==> src/rtl/wmu_pkg.sv <==
package wmu_pkg;
  localparam int REG_W  = 32;
  localparam int BYTE_W = 8;
  localparam int WM_W   = 3;
  localparam int DIV_W  = 16;

  localparam logic [2:0] SEL_TXD = 3'd0;
  localparam logic [2:0] SEL_RXD = 3'd1;
  localparam logic [2:0] SEL_TXC = 3'd2;
  localparam logic [2:0] SEL_RXC = 3'd3;
  localparam logic [2:0] SEL_IE  = 3'd4;
  localparam logic [2:0] SEL_IP  = 3'd5;
  localparam logic [2:0] SEL_DIV = 3'd6;

  typedef struct packed {
    logic             txEn;
    logic             twoStop;
    logic [WM_W-1:0]  txWm;
    logic             rxEn;
    logic [WM_W-1:0]  rxWm;
    logic [DIV_W-1:0] div;
  } cfg_t;

  typedef struct packed {
    logic              txPush;
    logic              rxPop;
    logic [BYTE_W-1:0] txByte;
  } strobe_t;
endpackage

==> src/rtl/wmu_fifo.sv <==
module wmu_fifo #(
  parameter int WIDTH = 8,
  parameter int DEPTH = 8,
  parameter int CNT_W = $clog2(DEPTH + 1)
) (
  input  logic             clk,
  input  logic             rstN,
  input  logic             push,
  input  logic             pop,
  input  logic [WIDTH-1:0] din,
  output logic [WIDTH-1:0] dout,
  output logic [CNT_W-1:0] count,
  output logic             full,
  output logic             empty
);
  localparam int PTR_W = (DEPTH > 1) ? $clog2(DEPTH) : 1;
  localparam logic [PTR_W-1:0] LAST = PTR_W'(DEPTH - 1);

  logic [WIDTH-1:0] mem [DEPTH];
  logic [PTR_W-1:0] wrPtr, rdPtr;
  logic doPush, doPop;

  assign full   = (count == CNT_W'(DEPTH));
  assign empty  = (count == '0);
  assign doPush = push && !full;
  assign doPop  = pop && !empty;
  assign dout   = mem[rdPtr];

  always_ff @(posedge clk) begin
    if (doPush) mem[wrPtr] <= din;
  end

  always_ff @(posedge clk or negedge rstN) begin
    if (!rstN) begin
      wrPtr <= '0;
      rdPtr <= '0;
      count <= '0;
    end else begin
      if (doPush) wrPtr <= (wrPtr == LAST) ? '0 : wrPtr + 1'b1;
      if (doPop)  rdPtr <= (rdPtr == LAST) ? '0 : rdPtr + 1'b1;
      case ({doPush, doPop})
        2'b10:   count <= count + 1'b1;
        2'b01:   count <= count - 1'b1;
        default: count <= count;
      endcase
    end
  end
endmodule

==> src/rtl/wmu_ctrl.sv <==
module wmu_ctrl
  import wmu_pkg::*;
#(
  parameter int               CNT_W     = 4,
  parameter logic [DIV_W-1:0] DIV_RESET = 16'd15
) (
  input  logic             clk,
  input  logic             rstN,
  input  logic             wrEn,
  input  logic             rdEn,
  input  logic [2:0]       addr,
  input  logic [REG_W-1:0] wrData,
  input  logic             txFull,
  input  logic             rxEmpty,
  input  logic [7:0]       rxHead,
  input  logic [CNT_W-1:0] txCount,
  input  logic [CNT_W-1:0] rxCount,
  output cfg_t             cfg,
  output strobe_t          strobes,
  output logic [REG_W-1:0] rdData,
  output logic             irq
);
  logic [1:0] ie, ip;
  logic [REG_W-1:0] rdNext;
  logic unusedWrBits;

  assign unusedWrBits = ^wrData[31:19];

  // Occupancy watermarks: transmit below threshold, receive above threshold
  assign ip[0] = txCount < CNT_W'(cfg.txWm);
  assign ip[1] = rxCount > CNT_W'(cfg.rxWm);
  assign irq   = |(ip & ie);

  assign strobes.txPush = wrEn && (addr == SEL_TXD) && !txFull;
  assign strobes.rxPop  = rdEn && (addr == SEL_RXD) && !rxEmpty;
  assign strobes.txByte = wrData[7:0];

  always_ff @(posedge clk or negedge rstN) begin
    if (!rstN) begin
      cfg     <= '0;
      cfg.div <= DIV_RESET;
      ie      <= '0;
    end else if (wrEn) begin
      case (addr)
        SEL_TXC: begin
          cfg.txEn    <= wrData[0];
          cfg.twoStop <= wrData[1];
          cfg.txWm    <= wrData[18:16];
        end
        SEL_RXC: begin
          cfg.rxEn <= wrData[0];
          cfg.rxWm <= wrData[18:16];
        end
        SEL_IE:  ie      <= wrData[1:0];
        SEL_DIV: cfg.div <= wrData[15:0];
        default: ;
      endcase
    end
  end

  always_comb begin
    case (addr)
      SEL_TXD: rdNext = {txFull, 31'b0};
      SEL_RXD: rdNext = rxEmpty ? 32'h8000_0000 : {24'b0, rxHead};
      SEL_TXC: rdNext = {13'b0, cfg.txWm, 14'b0, cfg.twoStop, cfg.txEn};
      SEL_RXC: rdNext = {13'b0, cfg.rxWm, 15'b0, cfg.rxEn};
      SEL_IE:  rdNext = {30'b0, ie};
      SEL_IP:  rdNext = {30'b0, ip};
      SEL_DIV: rdNext = {16'b0, cfg.div};
      default: rdNext = '0;
    endcase
  end

  always_ff @(posedge clk or negedge rstN) begin
    if (!rstN)     rdData <= '0;
    else if (rdEn) rdData <= rdNext;
  end
endmodule

==> src/rtl/wmu_datapath.sv <==
module wmu_datapath
  import wmu_pkg::*;
#(
  parameter int DEPTH = 8,
  parameter int CNT_W = $clog2(DEPTH + 1)
) (
  input  logic             clk,
  input  logic             rstN,
  input  cfg_t             cfg,
  input  strobe_t          strobes,
  input  logic             rxLine,
  output logic             txLine,
  output logic             txFull,
  output logic             rxEmpty,
  output logic [7:0]       rxHead,
  output logic [CNT_W-1:0] txCount,
  output logic [CNT_W-1:0] rxCount
);
  localparam int FRAME_W  = BYTE_W + 3;
  localparam int LEFT_W   = $clog2(FRAME_W + 1);
  localparam logic [3:0] STOP_IDX = 4'(BYTE_W + 1);

  logic unusedCfg;
  assign unusedCfg = ^{cfg.txWm, cfg.rxWm};

  // Transmit path
  logic              txEmpty, txStart, txBusy;
  logic [BYTE_W-1:0] txHead;
  logic [FRAME_W-1:0] txShift;
  logic [LEFT_W-1:0] txLeft;
  logic [DIV_W-1:0]  txTimer;

  assign txStart = !txBusy && cfg.txEn && !txEmpty;
  assign txLine  = txBusy ? txShift[0] : 1'b1;

  wmu_fifo #(.WIDTH(BYTE_W), .DEPTH(DEPTH), .CNT_W(CNT_W)) u_txFifo (
    .clk(clk), .rstN(rstN), .push(strobes.txPush), .pop(txStart),
    .din(strobes.txByte), .dout(txHead), .count(txCount),
    .full(txFull), .empty(txEmpty)
  );

  always_ff @(posedge clk or negedge rstN) begin
    if (!rstN) begin
      txBusy  <= 1'b0;
      txShift <= '1;
      txLeft  <= '0;
      txTimer <= '0;
    end else if (txStart) begin
      txBusy  <= 1'b1;
      txShift <= {2'b11, txHead, 1'b0};
      txLeft  <= cfg.twoStop ? LEFT_W'(FRAME_W) : LEFT_W'(FRAME_W - 1);
      txTimer <= '0;
    end else if (txBusy) begin
      if (txTimer == cfg.div) begin
        txTimer <= '0;
        txShift <= {1'b1, txShift[FRAME_W-1:1]};
        txLeft  <= txLeft - 1'b1;
        if (txLeft == LEFT_W'(1)) txBusy <= 1'b0;
      end else begin
        txTimer <= txTimer + 1'b1;
      end
    end
  end

  // Receive path
  logic [1:0]        rxSync;
  logic              rxS, rxPrev, rxBusy, rxTick, rxPush, rxFull;
  logic [3:0]        rxIdx;
  logic [DIV_W-1:0]  rxTimer, rxTarget;
  logic [BYTE_W-1:0] rxShift;

  assign rxS      = rxSync[1];
  assign rxTarget = (rxIdx == '0) ? {1'b0, cfg.div[DIV_W-1:1]} : cfg.div;
  assign rxTick   = rxBusy && (rxTimer == rxTarget);
  assign rxPush   = rxTick && (rxIdx == STOP_IDX) && rxS && !rxFull;

  wmu_fifo #(.WIDTH(BYTE_W), .DEPTH(DEPTH), .CNT_W(CNT_W)) u_rxFifo (
    .clk(clk), .rstN(rstN), .push(rxPush), .pop(strobes.rxPop),
    .din(rxShift), .dout(rxHead), .count(rxCount),
    .full(rxFull), .empty(rxEmpty)
  );

  always_ff @(posedge clk or negedge rstN) begin
    if (!rstN) begin
      rxSync  <= 2'b11;
      rxPrev  <= 1'b1;
      rxBusy  <= 1'b0;
      rxIdx   <= '0;
      rxTimer <= '0;
      rxShift <= '0;
    end else begin
      rxSync <= {rxSync[0], rxLine};
      rxPrev <= rxS;
      if (!rxBusy) begin
        if (cfg.rxEn && rxPrev && !rxS) begin
          rxBusy  <= 1'b1;
          rxIdx   <= '0;
          rxTimer <= '0;
        end
      end else if (rxTick) begin
        rxTimer <= '0;
        if (rxIdx == '0) begin
          if (rxS) rxBusy <= 1'b0;
          else     rxIdx  <= 4'd1;
        end else if (rxIdx == STOP_IDX) begin
          rxBusy <= 1'b0;
        end else begin
          rxShift <= {rxS, rxShift[BYTE_W-1:1]};
          rxIdx   <= rxIdx + 1'b1;
        end
      end else begin
        rxTimer <= rxTimer + 1'b1;
      end
    end
  end
endmodule

==> src/rtl/wmu_uart.sv <==
module wmu_uart
  import wmu_pkg::*;
#(
  parameter int               FIFO_DEPTH = 8,
  parameter logic [DIV_W-1:0] DIV_RESET  = 16'd15,
  localparam int              CNT_W      = $clog2(FIFO_DEPTH + 1)
) (
  input  logic        clk,
  input  logic        rstN,
  input  logic        wrEn,
  input  logic        rdEn,
  input  logic [2:0]  addr,
  input  logic [31:0] wrData,
  output logic [31:0] rdData,
  input  logic        rxLine,
  output logic        txLine,
  output logic        irq
);
  cfg_t             cfg;
  strobe_t          strobes;
  logic             txFull, rxEmpty;
  logic [7:0]       rxHead;
  logic [CNT_W-1:0] txCount, rxCount;

  wmu_ctrl #(.CNT_W(CNT_W), .DIV_RESET(DIV_RESET)) u_ctrl (
    .clk(clk), .rstN(rstN), .wrEn(wrEn), .rdEn(rdEn), .addr(addr),
    .wrData(wrData), .txFull(txFull), .rxEmpty(rxEmpty), .rxHead(rxHead),
    .txCount(txCount), .rxCount(rxCount), .cfg(cfg), .strobes(strobes),
    .rdData(rdData), .irq(irq)
  );

  wmu_datapath #(.DEPTH(FIFO_DEPTH), .CNT_W(CNT_W)) u_dp (
    .clk(clk), .rstN(rstN), .cfg(cfg), .strobes(strobes), .rxLine(rxLine),
    .txLine(txLine), .txFull(txFull), .rxEmpty(rxEmpty), .rxHead(rxHead),
    .txCount(txCount), .rxCount(rxCount)
  );
endmodule

==> config.mk <==
export PLATFORM = sky130hd
export DESIGN_NAME = wmu_uart
export DESIGN_NICKNAME = d
export VERILOG_FILES = /design/src/rtl/wmu_pkg.sv /design/src/rtl/wmu_fifo.sv /design/src/rtl/wmu_ctrl.sv /design/src/rtl/wmu_datapath.sv /design/src/rtl/wmu_uart.sv
export SDC_FILE = /design/constraint.sdc
export NUM_CORES = 1
export LEC_CHECK = 0
export BUFFER_PORTS_ARGS = -buffer_cell sky130_fd_sc_hd__buf_4
export CAP_MARGIN = 20
export CELL_PAD_IN_SITES_DETAIL_PLACEMENT = 1
export CELL_PAD_IN_SITES_GLOBAL_PLACEMENT = 1
export CORE_MARGIN = 2
export CORE_UTILIZATION = 35
export CTS_CLUSTER_SIZE = 28
export DETAILED_ROUTE_END_ITERATION = 16
export PLACE_DENSITY = 0.58
export RECOVER_POWER = 25
export SLEW_MARGIN = 20
export SYNTH_ARGS = -nofsm -noshare
export SYNTH_HDL_FRONTEND = slang
export SYNTH_SLANG_ARGS = --single-unit
==> constraint.sdc <==
create_clock -name clk -period 4 [get_ports clk]
set_input_delay 0.8 -clock clk [delete_from_list [all_inputs] [get_ports clk]]
set_output_delay 0.8 -clock clk [all_outputs]
set_load 0.1 [all_outputs]
==> results.yml <==
setup_path:
  r2r.worst_path.cells: 15
  startpoint_type: "flop"
  crit_path_max_fanout: 7
  crit_type: "reg2reg"
  cp_data_arrival_time_ns: 4.08
  critPathCaptureType: "flop"
  cp_data_required_time_ns: 4.42
clocking:
  clock_latency_ns: 0.56
  cts_tree: "yes"
  cts.clk_slew.worst_paths_ns: 0.06
  root_buffer: "clkbuf_16"
  cts.sinks: 257
  cts_buffers: 30
  clockBufferDepth: 3
  h-tree-depth: 1
  hold_buffers: 0
placed_design:
  placed_area_um2: 12860
  dp_cells: 1412
  pre_cts_ws_ns: 0.05154
  gp_congestion: 0.7880
  hpwl_mm: 19.91
  io_buffer_count: 48
cells_and_area:
  final_cell_mix: "edfxtp_1 (128), dfrtp_1 (113), nand2_1 (76)"
  nFillCells: 3472
  syn2layout_area_growth_pct: 17.22
  mostFrequentLayoutCell: "edfxtp_1"
  diodes: 0
  nets: 1063
  final_cells: 1468
  drive_above_1_share_pct: 20.10
  fin_area_um2: 13910
floorplanning:
  coreArea_um2: 33450
  fp.dieW_um: 188.1
  rows: 67
  die-area_um2: 35390
  io_pins: 74
  die_h_um: 188.1
  start_util_pct: 35.47
timing:
  finalHoldViolations: 0
  max_freq_ghz: 0.2730
  fin_ws_ns: 0.3371
  rsz0062_at_grt: "false"
  fin_crit_ns: 3.663
  holdWs_ns: 0.3671
  finalSetupTns_ns: 0
  setup_viol: 0
  relSlewSlack_pct: -31.97
  maxSlewViolCount: 72
  tightest_slew_ns: 1.980
  finalCritPeriodShare_pct: 91.57
  fin_skew_ns: 0.02364
run_status:
  status: "finished, violations left"
  violations: "capacitance limit, slew limit"
synth:
  synth-async-reset-ratio_pct: 50.19
  synth_area_leaders: "edfxtp_1 (32%), dfrtp_1 (24%), mux4_2 (6.1%), dfstp_2 (3.5%), ha_1 (2.7%)"
  postSynthAreaPerCell_um2: 12.88
  syn_area_um2: 11870
  yosysTopAreaCell: "edfxtp_1"
  synth_top_area_share_pct: 32.39
  ys_ff_latch: 257
  synth_seq_area_share_pct: 59.77
  yosysWarnings: 0
  synth_edf_count: 128
  synthCells: 921
  ys_types: 68
  ys.flop_type: "edfxtp_1"
global_route:
  antenna_found_initial: 0
  grt_max_degree: 73
  grt_pass1_vias: 7874
  grt_overflow_total: 0
  grt_pass1_wl_mm: 46.40
  grt_use_total_pct: 16.67
routing:
  drt_iter0_drc: 297
  drtPass1Iterations: 4
  drt-total-wl_mm: 28.89
  vias: 7444
  via_per_inst: 5.071
  wl_per_cell_um: 19.68
  ant_nets: 0
  remaining_drc_errors: 0
power:
  leakagePower_nw: 5.445
  vdd.ir_drop.worst_mv: 0.3431
  power.density_nw_per_um2: 597.0
hold_path:
  min_path_cells: 0
  hold_class: "reg2reg"
flow_run:
  cap_violations: 1
state kept, by name, indices dropped and copies added (netlist names), 2 cells and up:
| signal | cells |
|---|---|
| u_dp.u_rxFifo.rdPtr | 3 |
| u_dp.rxIdx | 4 |
| u_dp.txTimer | 16 |
| u_dp.u_txFifo.count | 4 |
| u_ctrl.rdData | 20 |
| u_dp.u_txFifo.wrPtr | 3 |
| u_ctrl.cfg | 25 |
| u_dp.u_txFifo.rdPtr | 3 |
| u_dp.u_rxFifo.wrPtr | 3 |
| u_dp.u_txFifo.mem | 64 |
| u_dp.rxSync | 2 |
| u_dp.txLeft | 4 |
| u_dp.u_rxFifo.count | 4 |
| u_dp.txShift | 9 |
| u_ctrl.ie | 2 |
| u_dp.u_rxFifo.mem | 64 |
| u_dp.rxTimer | 16 |
| u_dp.rxShift | 8 |
stage by stage:
stage	utilization, %	power [W]
2_1_floorplan	-	0.004885
3_3_place_gp	38.46	0.005433
3_5_place_dp	38.46	0.005473
4_1_cts	41.68	0.008450
5_1_grt	41.58	0.008757
6_report	41.58	0.008304
critical path, cell delays in order, from the launching register on:
cell and delay, ns:
dfrtp_1 0.38, inv_1 0.08, ha_1 0.17, or3b_1 0.51
mux2i_1 0.18, xnor2_1 0.14, nor3_1 0.19, nand4_1 0.23
a2111o_1 0.53, ha_1 0.26, xor2_1 0.15, ha_1 0.18
a21oi_1 0.15, xor2_1 0.17, nor2_1 0.07, xor2_1 0.14
layer usage:
| layer | up-vias | GRT usage (%) | share of wire, % |
|---|---|---|---|
| met1 | 3806 | 22.80 | 47 |
| li1 | 3504 | - | - |
| met3 | 37 | 2.283 | 3.2 |
| met2 | 97 | 28.19 | 48 |
| met5 | - | 0 | 0 |
| met4 | 0 | 3.816 | 1.8 |
final cells by class:
| type | instances | area [µm²] | area share (%) |
|---|---|---|---|
| Sequential cell | 257 | 7092 | 50.99 |
| Inverter | 44 | 165.2 | 1.187 |
| Clock buffer | 40 | 828.3 | 5.955 |
| Multi-Input combinational cell | 577 | 4389 | 31.56 |
| Timing Repair Buffer | 86 | 625.6 | 4.498 |
| Clock inverter | 16 | 247.7 | 1.781 |
| Tap cell | 448 | 560.5 | 4.030 |
timing repair:
action | in CTS | in global routing
gates resized for setup | 0 | 1
setup buffers | 0 | 0
endpoints found under the hold margin | 0 | 0
setup endpoints to repair | 0 | 3
kinds of logic after synthesis:
logic type / Yosys count / synth area share (%)
AOI/OAI and AO/OA: 133 / 7.181
xor gates and xnor gates: 59 / 4.355
adders and majority gates: 27 / 2.910
buffers and inverters: 98 / 3.627
DFF: 257 / 59.77
muxes: 95 / 11.76
other: 1 / 0.03161
and+or+nand+nor: 251 / 10.37
cell usage after synthesis (3+ instances only):
cell / count
ha_1: 26
inv_1: 43
o21ai_0: 43
nor3_1: 14
nor2b_1: 10
nor4_1: 7
o211ai_1: 4
buf_1: 5
nor2_1: 54
o31ai_1: 3
nand2b_1: 10
clkbuf_1: 30
and3_1: 11
nand3_1: 32
a21oi_1: 26
mux2_2: 24
mux2_1: 11
mux4_2: 32
a221oi_1: 3
xnor2_1: 36
nand2_1: 76
xor2_1: 23
or3_1: 3
buf_2: 5
a31oi_1: 10
nand4_1: 18
mux2i_1: 28
dfstp_2: 16
a21o_1: 5
buf_4: 13
o2bb2ai_1: 10
o21ai_1: 5
edfxtp_1: 128
dfrtp_1: 113
where the power goes:
part           internal (W)  switching, W  leakage [nW]
logic              0.000809      0.000927          2.12
registers           0.00309      0.000556          2.80
clock network       0.00184       0.00109         0.530
path summary, 6_finish.rpt:
kind                                            from                                 end  slack [ns]
max                        u_dp.rxIdx[1]$_DFFE_PN0P_  u_dp.u_rxFifo.count[2]$_DFFE_PN0P_        0.34
min                         u_dp.rxSync[0]$_DFF_PN1_            u_dp.rxSync[1]$_DFF_PN1_        0.37
max reg2reg                u_dp.rxIdx[1]$_DFFE_PN0P_  u_dp.u_rxFifo.count[2]$_DFFE_PN0P_        0.34
min reg2reg                 u_dp.rxSync[0]$_DFF_PN1_            u_dp.rxSync[1]$_DFF_PN1_        0.37
max in group asynchronous                       rstN            u_dp.rxSync[1]$_DFF_PN1_        1.98
min in group asynchronous                       rstN  u_dp.u_txFifo.wrPtr[0]$_DFFE_PN0P_        0.81
Power figures use the tool's default switching activity.
